--- src/rtl/scc_pkg.sv ---
package scc_pkg;
    localparam int ADDR_W = 2;
    localparam int FLD_W  = 2;

    typedef enum logic [FLD_W-1:0] {
        DIV_1 = 2'd0, DIV_2 = 2'd1, DIV_4 = 2'd2, DIV_8 = 2'd3
    } div_e;

    typedef enum logic [FLD_W-1:0] {
        CK_RUN = 2'd0, CK_STOP_LO = 2'd1, CK_STOP_HI = 2'd2, CK_RUN_ALT = 2'd3
    } ckmode_e;

    typedef enum logic [ADDR_W-1:0] {
        FA_SUPPLY = 2'd0, FA_DIV = 2'd1, FA_MODE = 2'd2, FA_DETPOL = 2'd3
    } field_e;

    typedef struct packed {
        logic    vsel;
        div_e    div;
        ckmode_e ckmode;
        logic    det_nc;
    } cfg_t;

    typedef struct packed {
        logic              pgm;
        logic [ADDR_W-1:0] addr;
        logic              d_hi;
        logic              d_lo;
    } cmd_t;

    localparam cfg_t CFG_RESET = '{vsel: 1'b0, div: DIV_1, ckmode: CK_RUN, det_nc: 1'b0};

    function automatic cfg_t apply_cmd(cfg_t cur, cmd_t c);
        cfg_t nxt;
        nxt = cur;
        if (c.pgm) begin
            case (field_e'(c.addr))
                FA_SUPPLY: nxt.vsel   = c.d_lo;
                FA_DIV:    nxt.div    = div_e'({c.d_hi, c.d_lo});
                FA_MODE:   nxt.ckmode = ckmode_e'({c.d_hi, c.d_lo});
                default:   nxt.det_nc = c.d_lo;
            endcase
        end
        return nxt;
    endfunction
endpackage

--- src/rtl/scc_capture.sv ---
module scc_capture
    import scc_pkg::*;
(
    input  logic clk,
    input  logic rst,
    input  logic cs_n,
    input  cmd_t cmd_in,
    output cmd_t cmd_q,
    output logic wr_stb
);
    logic cs_q;

    always_ff @(posedge clk) begin
        if (rst) begin
            cs_q  <= 1'b1;
            cmd_q <= '0;
        end else begin
            cs_q <= cs_n;
            if (!cs_n) cmd_q <= cmd_in;
        end
    end

    assign wr_stb = !cs_q && cs_n;

    // a strobe is only ever raised while the select is high
    a_r1_strobe_on_release: assert property (@(posedge clk) disable iff (rst)
        wr_stb |-> $past(!cs_n));
endmodule

--- src/rtl/scc_cfg_regs.sv ---
module scc_cfg_regs
    import scc_pkg::*;
(
    input  logic clk,
    input  logic rst,
    input  logic bat_ok,
    input  logic wr_stb,
    input  cmd_t cmd,
    output cfg_t cfg
);
    always_ff @(posedge clk) begin
        if (rst || !bat_ok)
            cfg <= CFG_RESET;
        else if (wr_stb)
            cfg <= apply_cmd(cfg, cmd);
    end
endmodule

--- src/rtl/scc_power.sv ---
module scc_power (
    input  logic clk,
    input  logic rst,
    input  logic bat_ok,
    input  logic cs_n,
    input  logic pwr_on,
    input  logic present,
    output logic pwr_en
);
    always_ff @(posedge clk) begin
        if (rst || !bat_ok || !present)
            pwr_en <= 1'b0;
        else if (!cs_n)
            pwr_en <= pwr_on;
    end

    // power only comes up through a selected request
    a_r7_pwr_needs_select: assert property (@(posedge clk) disable iff (rst)
        $rose(pwr_en) |-> ($past(!cs_n) && $past(pwr_on)));
    // absence of the card removes power
    a_r10_absent_drops_power: assert property (@(posedge clk) disable iff (rst)
        !present |=> !pwr_en);
endmodule

--- src/rtl/scc_status.sv ---
module scc_status
    import scc_pkg::*;
(
    input  logic              cs_n,
    input  logic              pgm,
    input  logic [ADDR_W-1:0] addr,
    input  logic              present,
    input  logic              bat_ok,
    input  logic              dcdc_ok,
    output logic              status
);
    always_comb begin
        if (cs_n || pgm) begin
            status = 1'b1;
        end else begin
            case (field_e'(addr))
                FA_DIV:  status = !bat_ok;
                FA_MODE: status = dcdc_ok;
                default: status = present;
            endcase
        end
    end
endmodule

--- src/rtl/scc_host_port.sv ---
module scc_host_port
    import scc_pkg::*;
(
    input  logic              clk,
    input  logic              rst,
    input  logic              cs_n,
    input  logic              pgm,
    input  logic [ADDR_W-1:0] addr,
    input  logic              rst_dat,
    input  logic              io_dat,
    input  logic              pwr_on,
    input  logic              card_sw,
    input  logic              bat_ok,
    input  logic              dcdc_ok,
    output logic              vsel_5v,
    output logic [FLD_W-1:0]  clk_div,
    output logic [FLD_W-1:0]  clk_mode,
    output logic              det_nc,
    output logic              card_present,
    output logic              pwr_en,
    output logic              status
);
    cmd_t cmd_in, cmd_q;
    cfg_t cfg;
    logic wr_stb;

    assign cmd_in = '{pgm: pgm, addr: addr, d_hi: rst_dat, d_lo: io_dat};

    scc_capture u_capture (
        .clk(clk), .rst(rst), .cs_n(cs_n), .cmd_in(cmd_in),
        .cmd_q(cmd_q), .wr_stb(wr_stb)
    );

    scc_cfg_regs u_cfg (
        .clk(clk), .rst(rst), .bat_ok(bat_ok), .wr_stb(wr_stb),
        .cmd(cmd_q), .cfg(cfg)
    );

    assign vsel_5v      = cfg.vsel;
    assign clk_div      = cfg.div;
    assign clk_mode     = cfg.ckmode;
    assign det_nc       = cfg.det_nc;
    assign card_present = cfg.det_nc ? card_sw : !card_sw;

    scc_power u_power (
        .clk(clk), .rst(rst), .bat_ok(bat_ok), .cs_n(cs_n),
        .pwr_on(pwr_on), .present(card_present), .pwr_en(pwr_en)
    );

    scc_status u_status (
        .cs_n(cs_n), .pgm(pgm), .addr(addr), .present(card_present),
        .bat_ok(bat_ok), .dcdc_ok(dcdc_ok), .status(status)
    );

    // defaults after reset
    a_r2_reset_defaults: assert property (@(posedge clk)
        rst |=> (!vsel_5v && clk_div == 2'd0 && clk_mode == 2'd0 && !det_nc && !pwr_en));
    // idle / unused range reads high
    a_r4_status_idle_high: assert property (@(posedge clk) disable iff (rst)
        (cs_n || pgm) |-> status);
    // battery reported inverted
    a_r5_bat_inverted: assert property (@(posedge clk) disable iff (rst)
        (!cs_n && !pgm && addr == 2'd1) |-> (status != bat_ok));
    // configuration stable across a deselected interval
    a_r6_hold_deselected: assert property (@(posedge clk) disable iff (rst)
        ($past(cs_n) && $past(cs_n, 2) && !$past(rst) && $past(bat_ok))
        |-> ($stable(vsel_5v) && $stable(clk_div) && $stable(clk_mode) && $stable(det_nc)));
    // weak battery restores defaults
    a_r8_lowbat_defaults: assert property (@(posedge clk) disable iff (rst)
        !bat_ok |=> (!vsel_5v && clk_div == 2'd0 && clk_mode == 2'd0 && !det_nc && !pwr_en));
endmodule

--- config.mk ---
export PLATFORM = sky130hd
export DESIGN_NAME = scc_host_port
export DESIGN_NICKNAME = d
export VERILOG_FILES = /design/src/rtl/scc_pkg.sv /design/src/rtl/scc_capture.sv /design/src/rtl/scc_cfg_regs.sv /design/src/rtl/scc_power.sv /design/src/rtl/scc_status.sv /design/src/rtl/scc_host_port.sv
export SDC_FILE = /design/constraint.sdc
export NUM_CORES = 1
export LEC_CHECK = 0
export ABC_AREA = 0
export BUFFER_PORTS_ARGS = -buffer_cell sky130_fd_sc_hd__buf_2
export CAP_MARGIN = 5
export CORE_UTILIZATION = 35
export CTS_CLUSTER_DIAMETER = 60
export DETAILED_ROUTE_END_ITERATION = 10
export PLACE_DENSITY = 0.73
export SYNTH_ARGS = -nofsm -noshare
export SYNTH_HDL_FRONTEND = slang
export SYNTH_SLANG_ARGS = --single-unit
--- constraint.sdc ---
create_clock -name clk -period 1.1 [get_ports clk]
set_clock_uncertainty 0.15 [all_clocks]
set_input_delay 0.11 -clock clk [delete_from_list [all_inputs] [get_ports clk]]
set_output_delay 0.11 -clock clk [all_outputs]
set_load 0.1 [all_outputs]
**Word level (Yosys, flattened, before mapping)**

Index checks and enable logic that the tools add are counted.

- Add/sub/neg operators: 0
- $mul: 0
- Div/mod/pow operators: 0
- $lt $le $gt $ge: 0
- Equal/unequal tests: 4
- Shift operators: 0
- Multiplexer cells: 3
- Bitwise operators: 1
- Reductions and logical operators: 14

Operators by type and width:

| operator | count |
|---|---|
| AND reduction 3 bit | 4 |
| equality test 2 x 1 -> 1 bit, second input constant | 2 |
| equality test 2 bit, second input constant | 2 |
| logical NOT 1 bit | 4 |
| logical OR 1 bit | 3 |
| OR reduction 3 bit | 1 |
| logical NOT 2 bit | 1 |
| two-way mux 1 bit | 2 |
| one-hot mux 1 bit (2 select lines) | 1 |
| logical AND 1 bit | 1 |
| inverter 1 bit | 1 |

- Register bits after elaboration: 13
- Bits in latches: 0
- RAM bits: 0
- ROM bits: 0
- Bits of input ports: 12
- Output and inout bits: 9
- Logic and storage cells: 32
- Memories kept: 0

**Logic depth before layout (Yosys ltp)**

Gate-level depths: netlist of the first run.

- Word-level depth: 4
- Depth in mapped cells: 5
- Gate-level depth less buffers: 5

**Hierarchy**

A second synthesis of the first run with hierarchy kept.

- Cells, all modules: 58
- Area total of the unflattened synthesis: 606.8 um^2

By module, submodules not included:

| module | times used | cells an instance | area an instance (um^2) | seq. area each (um^2) |
|---|---|---|---|---|
| scc_cfg_regs | 1 | 25 | 282.8 | 120.1 |
| scc_capture | 1 | 19 | 212.7 | 120.1 |
| scc_status | 1 | 9 | 58.8 | 0.0 |
| scc_power | 1 | 4 | 43.8 | 20.0 |
| scc_host_port | 1 | 1 | 8.8 | 0.0 |

**Worst setup path before layout of the first run**

OpenSTA, ideal clock, no wires.

- Kind: flip-flop to output port
- From: register, netlist name u_cfg.cfg[0]
- To: output status
- Arrival time: 3.418 ns
- Data required time: 0.840 ns
- Slack: -2.578 ns
- Stages on the path, launching flop included: 3
- Path buffers: 0
- Path through: dfxtp_1 > xnor2_1 > a2111o_1

- Word-level cells in the longest chain between the ends: 3

RTL lines:

| what | RTL line | text |
|---|---|---|
| two-way mux 1 bit | scc_host_port.sv:43 | `assign card_present = cfg.det_nc ? card_sw : !card_sw;` |
| via card_present | scc_host_port.sv:19 | `output logic card_present,` |
| one-hot mux 1 bit (2 select lines) | scc_status.sv:16 | `case (field_e'(addr))` |
| two-way mux 1 bit | scc_status.sv:13 | `if (cs_n \|\| pgm) begin` |
| to (decl) | scc_host_port.sv:21 | `output logic status` |

The timed path passes the listed nets, and every way through them passes these cells.

**Worst setup path after layout of the first run**

- From: register, netlist name u_cfg.cfg[0]
- To: output status

- Word-level cells in the longest chain between the ends: 3

RTL lines:

| what | RTL line |
|---|---|
| two-way mux 1 bit | scc_host_port.sv:43 |
| one-hot mux 1 bit (2 select lines) | scc_status.sv:16 |
| two-way mux 1 bit | scc_status.sv:13 |

Every way passes these cells.

==> metrics.txt, run 1 <==
status=finished, violations left; failing checks=negative hold slack, negative setup slack; number of detailed-routing iterations run before antenna repair=4; number of inserted filler cells in the final layout=103; number of buffers inserted by hold repair at cts=5; Area Overhead vs Synth=83.77%; worst min path class=input port to register; Final Max Slew Viols=0; number of maximum-capacitance violations=0; number of failing setup endpoints in the final timing report=5; Worst EP required=roughly 0.84 ns; sequential cell area fraction in the yosys report=between 40% and 50%; average routed wire per standard cell=12.96 µm; Top FF cell, synth=dfxtp_1; data arrival time of the worst path=1.40 ns; sum of negative setup slack=-1.202 ns; minimum setup slack after placement=-0.5074 ns; Placement Rows=14; actual slew at the worst max-slew pin=~0.26 ns; Die Height=42.64 µm; core area=between 0.0015 and 0.002 mm²; Commonest cells post-synth=dfxtp_1 (13), mux2i_1 (10), nand2_1 (10), nor2_1 (5); number of antenna violations at the first check in global routing=0; vias post-DR=581; cell taking the most area after synthesis=dfxtp_1; Post-Synthesis Cell Area=around 580 µm²; area share of the largest cell type after synthesis=45.02%; IO Port Bufs=20; async set or reset register ratio after synthesis=0%; power per unit of standard cell area=about 940 mW/mm²; maximum fanout encountered on the critical timing path=2; syn_area_per_cell=9.634 µm²; Tot GR Track Use=18.60%; initial cell density of the core=37.93%; hold violation total from the final report=1; Area after DPL=912.1 µm²; via density per instance=about 5.0; cell with the most instances after synthesis=dfxtp_1; fmax=0.6032 GHz; final cycle utilization of the critical path=150.7%; vias in the first global route=594; critical path start-end classification=register to primary output; clock latency reported for the late side of the worst-skew pair=0.28 ns; share of final-layout standard cells stronger than drive strength 1=56.44%; Final nets=116; CTS max path bufs=2; setup repair after global routing missed its margin=true; synthesized netlist net count=74; number of CTS-inserted buffers=3; cell types with the largest area share after synthesis=dfxtp_1 (45%), mux2i_1 (17%), nand2_1 (6.5%), ha_1 (4.3%), nor2_1 (3.2%); remaining global-route overflow=0; clock tree from TritonCTS=yes; Worst slew margin=82.30%; final setup margin=-0.5577 ns; YS warnings=0; die area=0.001818 mm²; number of antenna-violating nets in the routed design=0; count of mapped cells out of synthesis=60; clock period minus worst slack=1.658 ns; Clock Sinks=13; antenna diode count=0; utilization of the core after routing=69.70%; clock root buffer master=clkbuf_4; deepest level of the CTS H-tree=1; detailed-route wire length=1.516 mm; Clock transition at path regs=0.08 ns; Top-Level Pins=21; Crit. End Element=primary output; first-pass GRT wire length=approximately 2.5 mm; Netlist cell types=21; maximum resistive drop on vdd=0.7561 mV; synthesis-stage register bit count=13; Post-route DRC=0; final RePlAce weighted congestion=0.8043; initial detailed-routing violation count=11; post-detail-place hpwl=1.041 mm; design area=around 0.0011 mm²; number of enable flip-flop cells after synthesis=0; die boundary width=around 43 µm; final hold slack=-0.02049 ns; Static Leak=~0.00049 µW; pin count of the biggest net entering global routing=8; type of origin of the critical path=register
-- per-layer routing --
metal / global-route usage, % / up-vias / wire, µm
met5: 0 / - / 0
met4: 12.50 / 0 / 25
met3: 4.310 / 2 / 52
met2: 30.61 / 17 / 794
met1: 20.95 / 277 / 643
li1: - / 285 / -
-- worst max-delay path: stages (launching register included) --
cell and delay (ns):
dfxtp_4 0.37, xnor2_4 0.13, a2111o_2 0.43, buf_6 0.19
-- where the power goes --
group	switching, µW	internal (µW)	leakage (µW)
combinational	103	107	0.000364
clock	155	141	0.0000150
sequential	13.1	482	0.000111
total	271	729	0.000490
-- per-stage QoR --
stage	total power (µW)	cells
finish	999.6	117
global route	1042	117
CTS	994.3	116
detailed placement	670.1	104
global placement	664.3	104
floorplan	594.8	60
-- path summary, 6_finish.rpt --
path / from / to / slack (ns) / cells after the start
worst min-delay path: rst / u_capture.cs_q$_SDFF_PP1_ / -0.02 / 3
worst max register to register: u_cfg.cfg[0]$_SDFFE_PP0P_ / u_power.pwr_en$_SDFFE_PP0N_ / -0.08 / 6
worst min register to register: u_cfg.cfg[3]$_SDFFE_PP0P_ / u_cfg.cfg[3]$_SDFFE_PP0P_ / 0.33 / 2
worst max-delay path: u_cfg.cfg[0]$_SDFFE_PP0P_ / status / -0.56 / 3
-- placed cells by master, fill, tap and decap left out --
master,netlist,final
buf_2,1,11
buf_4,1,11
mux2i_1,10,10
dfxtp_2,0,9
nand2_1,10,8
buf_12,0,8
nor2_1,5,5
dlygate4sd3_1,0,5
buf_6,0,4
nand2_2,1,3
clkbuf_4,0,3
inv_1,2,2
nand2b_1,2,2
a21oi_1,2,2
ha_1,2,2
dfxtp_1,13,2
dfxtp_4,0,2
xnor2_4,0,1
a2111o_2,0,1
nand3b_1,1,1
nor2b_1,2,1
o211ai_1,1,1
o31ai_1,1,1
nor3b_4,0,1
nand3_2,0,1
nor2b_2,0,1
nand4b_1,1,1
or2_2,1,1
clkbuf_1,0,1
-- state kept, by name, summed over array words and instances, names as in the netlist --
signal and flops:
u_capture.cmd_q 5, u_capture.cs_q 1, u_cfg.cfg 6, u_power.pwr_en 1
-- layout make-up --
cell class	count	area (µm²)	share of cell area (%)
repair buffers	39	392.9	36.98
flip-flops and latches	13	279.0	26.27
multi-input cells	43	336.6	31.68
inverters	2	7.507	0.7067
clock buffers	4	26.28	2.473
well taps	16	20.02	1.885
-- timing repair --
action	CTS	global route
endpoints found under the setup margin	8	10
pin swaps	3	5
gates resized for setup	8	8
setup buffers	3	3
endpoints found under the hold margin	6	1
-- cell families (layout without fill, tap and decap cells) --
logic type | Yosys count | in the layout | synth area share (%)
AOI/OAI and AO/OA | 5 | 5 | 6.278
muxes | 10 | 10 | 17.32
xor gates and xnor gates | 1 | 1 | 1.515
buffers and inverters | 4 | 45 | 3.463
and+or+nand+nor | 25 | 25 | 22.08
adders and majority gates | 2 | 2 | 4.328
DFF | 13 | 13 | 45.02
Note: power is estimated with default switching activity, not from simulation.
==> run 2: changes to the inputs <==
--- a/config.mk
+++ b/config.mk
@@ -7,11 +7,12 @@
 export LEC_CHECK = 0
 export ABC_AREA = 0
 export BUFFER_PORTS_ARGS = -buffer_cell sky130_fd_sc_hd__buf_2
-export CAP_MARGIN = 5
+export CAP_MARGIN = 20
 export CORE_UTILIZATION = 35
 export CTS_CLUSTER_DIAMETER = 60
 export DETAILED_ROUTE_END_ITERATION = 10
 export PLACE_DENSITY = 0.73
+export RECOVER_POWER = 50
 export SYNTH_ARGS = -nofsm -noshare
 export SYNTH_HDL_FRONTEND = slang
 export SYNTH_SLANG_ARGS = --single-unit
==> run 2 against run 1 <==
The flow finishes with violations (negative setup slack); routed wire length shrank 0.46%; via count down 0.86%; sequential power about the same; register-to-register slack about the same; first-iteration DRC count down 9.1%; combinational power is essentially flat; count of clock-buffer cells in the layout unchanged; cell count unchanged; clock power about the same; critical endpoint unchanged; largest power group unchanged.
==> metrics.txt, run 2 (synthesis results as in run 1) <==
status=finished, violations left; failing checks=negative setup slack; combinational share of power=20.8% (about the same); share of final-layout standard cells stronger than drive strength 1=54.46% (-2.0 points); Crit. End Element=primary output; deepest level of the CTS H-tree=1 (unchanged); number of antenna-violating nets in the routed design=0 (unchanged); critical path start-end classification=register to primary output; number of CTS-inserted buffers=3 (unchanged); initial cell density of the core=37.93% (unchanged); utilization of the core after routing=69.38% (-0.33 points); setup repair after global routing missed its margin=true; Top Registers=u_cfg.cfg (6), u_capture.cmd_q (5); Top-Level Pins=21 (unchanged); die area=0.001818 mm² (unchanged); maximum fanout encountered on the critical timing path=2 (unchanged); number of detailed-routing iterations run before antenna repair=4 (unchanged); final setup margin=-0.5553 ns (+0.002418 ns); initial detailed-routing violation count=10 (-1); max FFs per register=6 (unchanged); Worst EP required=0.84 ns (about the same); actual slew at the worst max-slew pin=0.2895 ns (+0.02460 ns); path depth of the worst reg2reg path=6 (unchanged); average routed wire per standard cell=12.90 µm (-0.46%); critical-path cell with the highest stage delay=a2111o_2; Worst slew margin=80.70% (-1.6 points); end of the worst register-to-register path=u_power.pwr_en$_SDFFE_PP0N_; fmax=0.6041 GHz (+0.15%); pin count of the biggest net entering global routing=8 (unchanged); detailed-route wire length=1.509 mm (-0.46%); reg-to-reg setup timing slack=-0.07 ns (about the same); vias in the first global route=594 (unchanged); number of antenna violations at the first check in global routing=0 (unchanged); register with the highest flop count=u_cfg.cfg; commonest cells after routing, fill and taps aside=mux2i_1 (10), buf_2 (10), buf_4 (9), dfxtp_2 (9); antenna diode count=0 (unchanged); Clock Sinks=13 (unchanged); Final Non-Filler Cells=117 (unchanged); Die Height=42.64 µm (unchanged); Slowest Stage Delay on Critical Path=0.43 ns (about the same); final cycle utilization of the critical path=150.5% (-0.22 points); hold violation total from the final report=0 (-1); post-detail-place hpwl=1.041 mm (unchanged); number of buffers inserted by hold repair at cts=5 (unchanged); clock root buffer master=clkbuf_4; type of origin of the critical path=register; Final Max Slew Viols=0 (unchanged); maximum resistive drop on vdd=0.7512 mV (-0.64%); instance count after placement with tap cells included=104 (unchanged); number of inserted filler cells in the final layout=106 (+2.9%); switching power=270.1 µW (-0.25%); Post-route DRC=0 (unchanged); IO Port Bufs=20 (unchanged); clock period minus worst slack=1.655 ns (-0.002418 ns); core area=0.001524 mm² (unchanged); post-layout total power=996.7 µW (-0.29%); number of failing setup endpoints in the final timing report=5 (unchanged); sum of negative setup slack=-1.184 ns (+0.01819 ns); Static Leak=0.0004838 µW (-1.3%); Worst R2R Start=u_cfg.cfg[0]$_SDFFE_PP0P_; final RePlAce weighted congestion=0.8043 (unchanged); clock tree from TritonCTS=yes; remaining global-route overflow=0 (unchanged); sequential share of power=49.6% (about the same); via density per instance=4.923 (-0.86%); Clock transition at path regs=0.08 ns (about the same); vias post-DR=576 (-0.86%); CTS max path bufs=2 (unchanged); power per unit of standard cell area=942.7 mW/mm² (+0.18%); final hold slack=0.03502 ns (+0.05551 ns); first-pass GRT wire length=2.484 mm (unchanged); portion of total power attributed to the clock network=29.6% (about the same); Placement Rows=14 (unchanged); die boundary width=42.64 µm (unchanged); worst min path class=input port to register; Tot GR Track Use=18.60% (unchanged); switching portion of total power=27.09% (about the same); data arrival time of the worst path=1.40 ns (about the same); Area Overhead vs Synth=82.90%; clock latency reported for the late side of the worst-skew pair=0.28 ns (about the same); launching instance or port of the critical path=u_cfg.cfg[0]$_SDFFE_PP0P_; destination of the critical timing path=status; number of maximum-capacitance violations=0 (unchanged); total internal power=726.7 µW (-0.30%); list of cells traversed by the critical path=xnor2_4 -> a2111o_2 -> buf_6; Final nets=116 (unchanged)
[run 2: cell count changes in the layout (fill, tap and decap cells not counted), sizes merged]
cell | before | now
clkbuf | 4 | 7
buf | 34 | 31
[run 2: metal layers]
metal | up-vias | global-route usage (%) | routed length [µm] | part of all wire, %
li1 | 285 | - | - | -
met1 | 275 | 20.95 | 644 | 43
met2 | 14 | 30.61 | 787 | 52
met3 | 2 | 4.310 | 52 | 3.4
met4 | 0 | 12.50 | 25 | 1.7
met5 | - | 0 | 0 | 0
[run 2: per-stage QoR]
| stage | setup WS, ns | cell area, µm² |
|---|---|---|
| finish | -0.5553 | 1057 |
| global route | -0.5843 | 1057 |
| CTS | -0.5553 | 1028 |
| detailed placement | -0.5074 | 912.1 |
| global placement | -0.4398 | 912.1 |
| floorplan | -0.8306 | 609.3 |
[run 2: worst min path at each step]
| stage | start | endpoint | cells after the start |
|---|---|---|---|
| 6_report | rst | u_capture.cs_q$_SDFF_PP1_ | 3 |
| 3_3_place_gp | io_dat | u_capture.cmd_q[0]$_SDFFE_PP0N_ | 3 |
| 3_5_place_dp | io_dat | u_capture.cmd_q[0]$_SDFFE_PP0N_ | 3 |
| 5_1_grt | rst | u_capture.cs_q$_SDFF_PP1_ | 3 |
| 4_1_cts | rst | u_capture.cs_q$_SDFF_PP1_ | 3 |
| 2_1_floorplan | rst | u_capture.cmd_q[3]$_SDFFE_PP0N_ | 1 |
[run 2: worst max-delay path: cells and delay by family (launching register included)]
family | cells | cell delay (ns)
AO/OA/AOI/OAI | 1 | 0.43
flip-flops | 1 | 0.37
buffers and inverters | 1 | 0.19
XOR/XNOR | 1 | 0.13
[run 2: area by class of cell]
class	count	area, µm²	share of cell area (%)
Clock buffer	4	26.28	2.485
Inverter	2	7.507	0.7101
Multi-Input combinational cell	43	336.6	31.83
Sequential cell	13	279.0	26.39
Tap cell	16	20.02	1.893
Timing Repair Buffer	39	387.9	36.69
[run 2: power by group through the flow]
| stage | logic (µW) | registers, µW | clock network, µW |
|---|---|---|---|
| 2_1_floorplan | 89.2 | 506 | 0 |
| 3_3_place_gp | 163 | 502 | 0 |
| 3_5_place_dp | 168 | 502 | 0 |
| 4_1_cts | 198 | 494 | 302 |
| 5_1_grt | 221 | 496 | 322 |
| 6_report | 207 | 495 | 295 |
[run 2: timing repair]
| action | in CTS | in global routing |
|---|---|---|
| pin swaps | 3 | 5 |
| setup buffers | 3 | 3 |
| setup endpoints to repair | 8 | 10 |
| gates resized for setup | 8 | 8 |
| hold endpoints to repair | 6 | 1 |
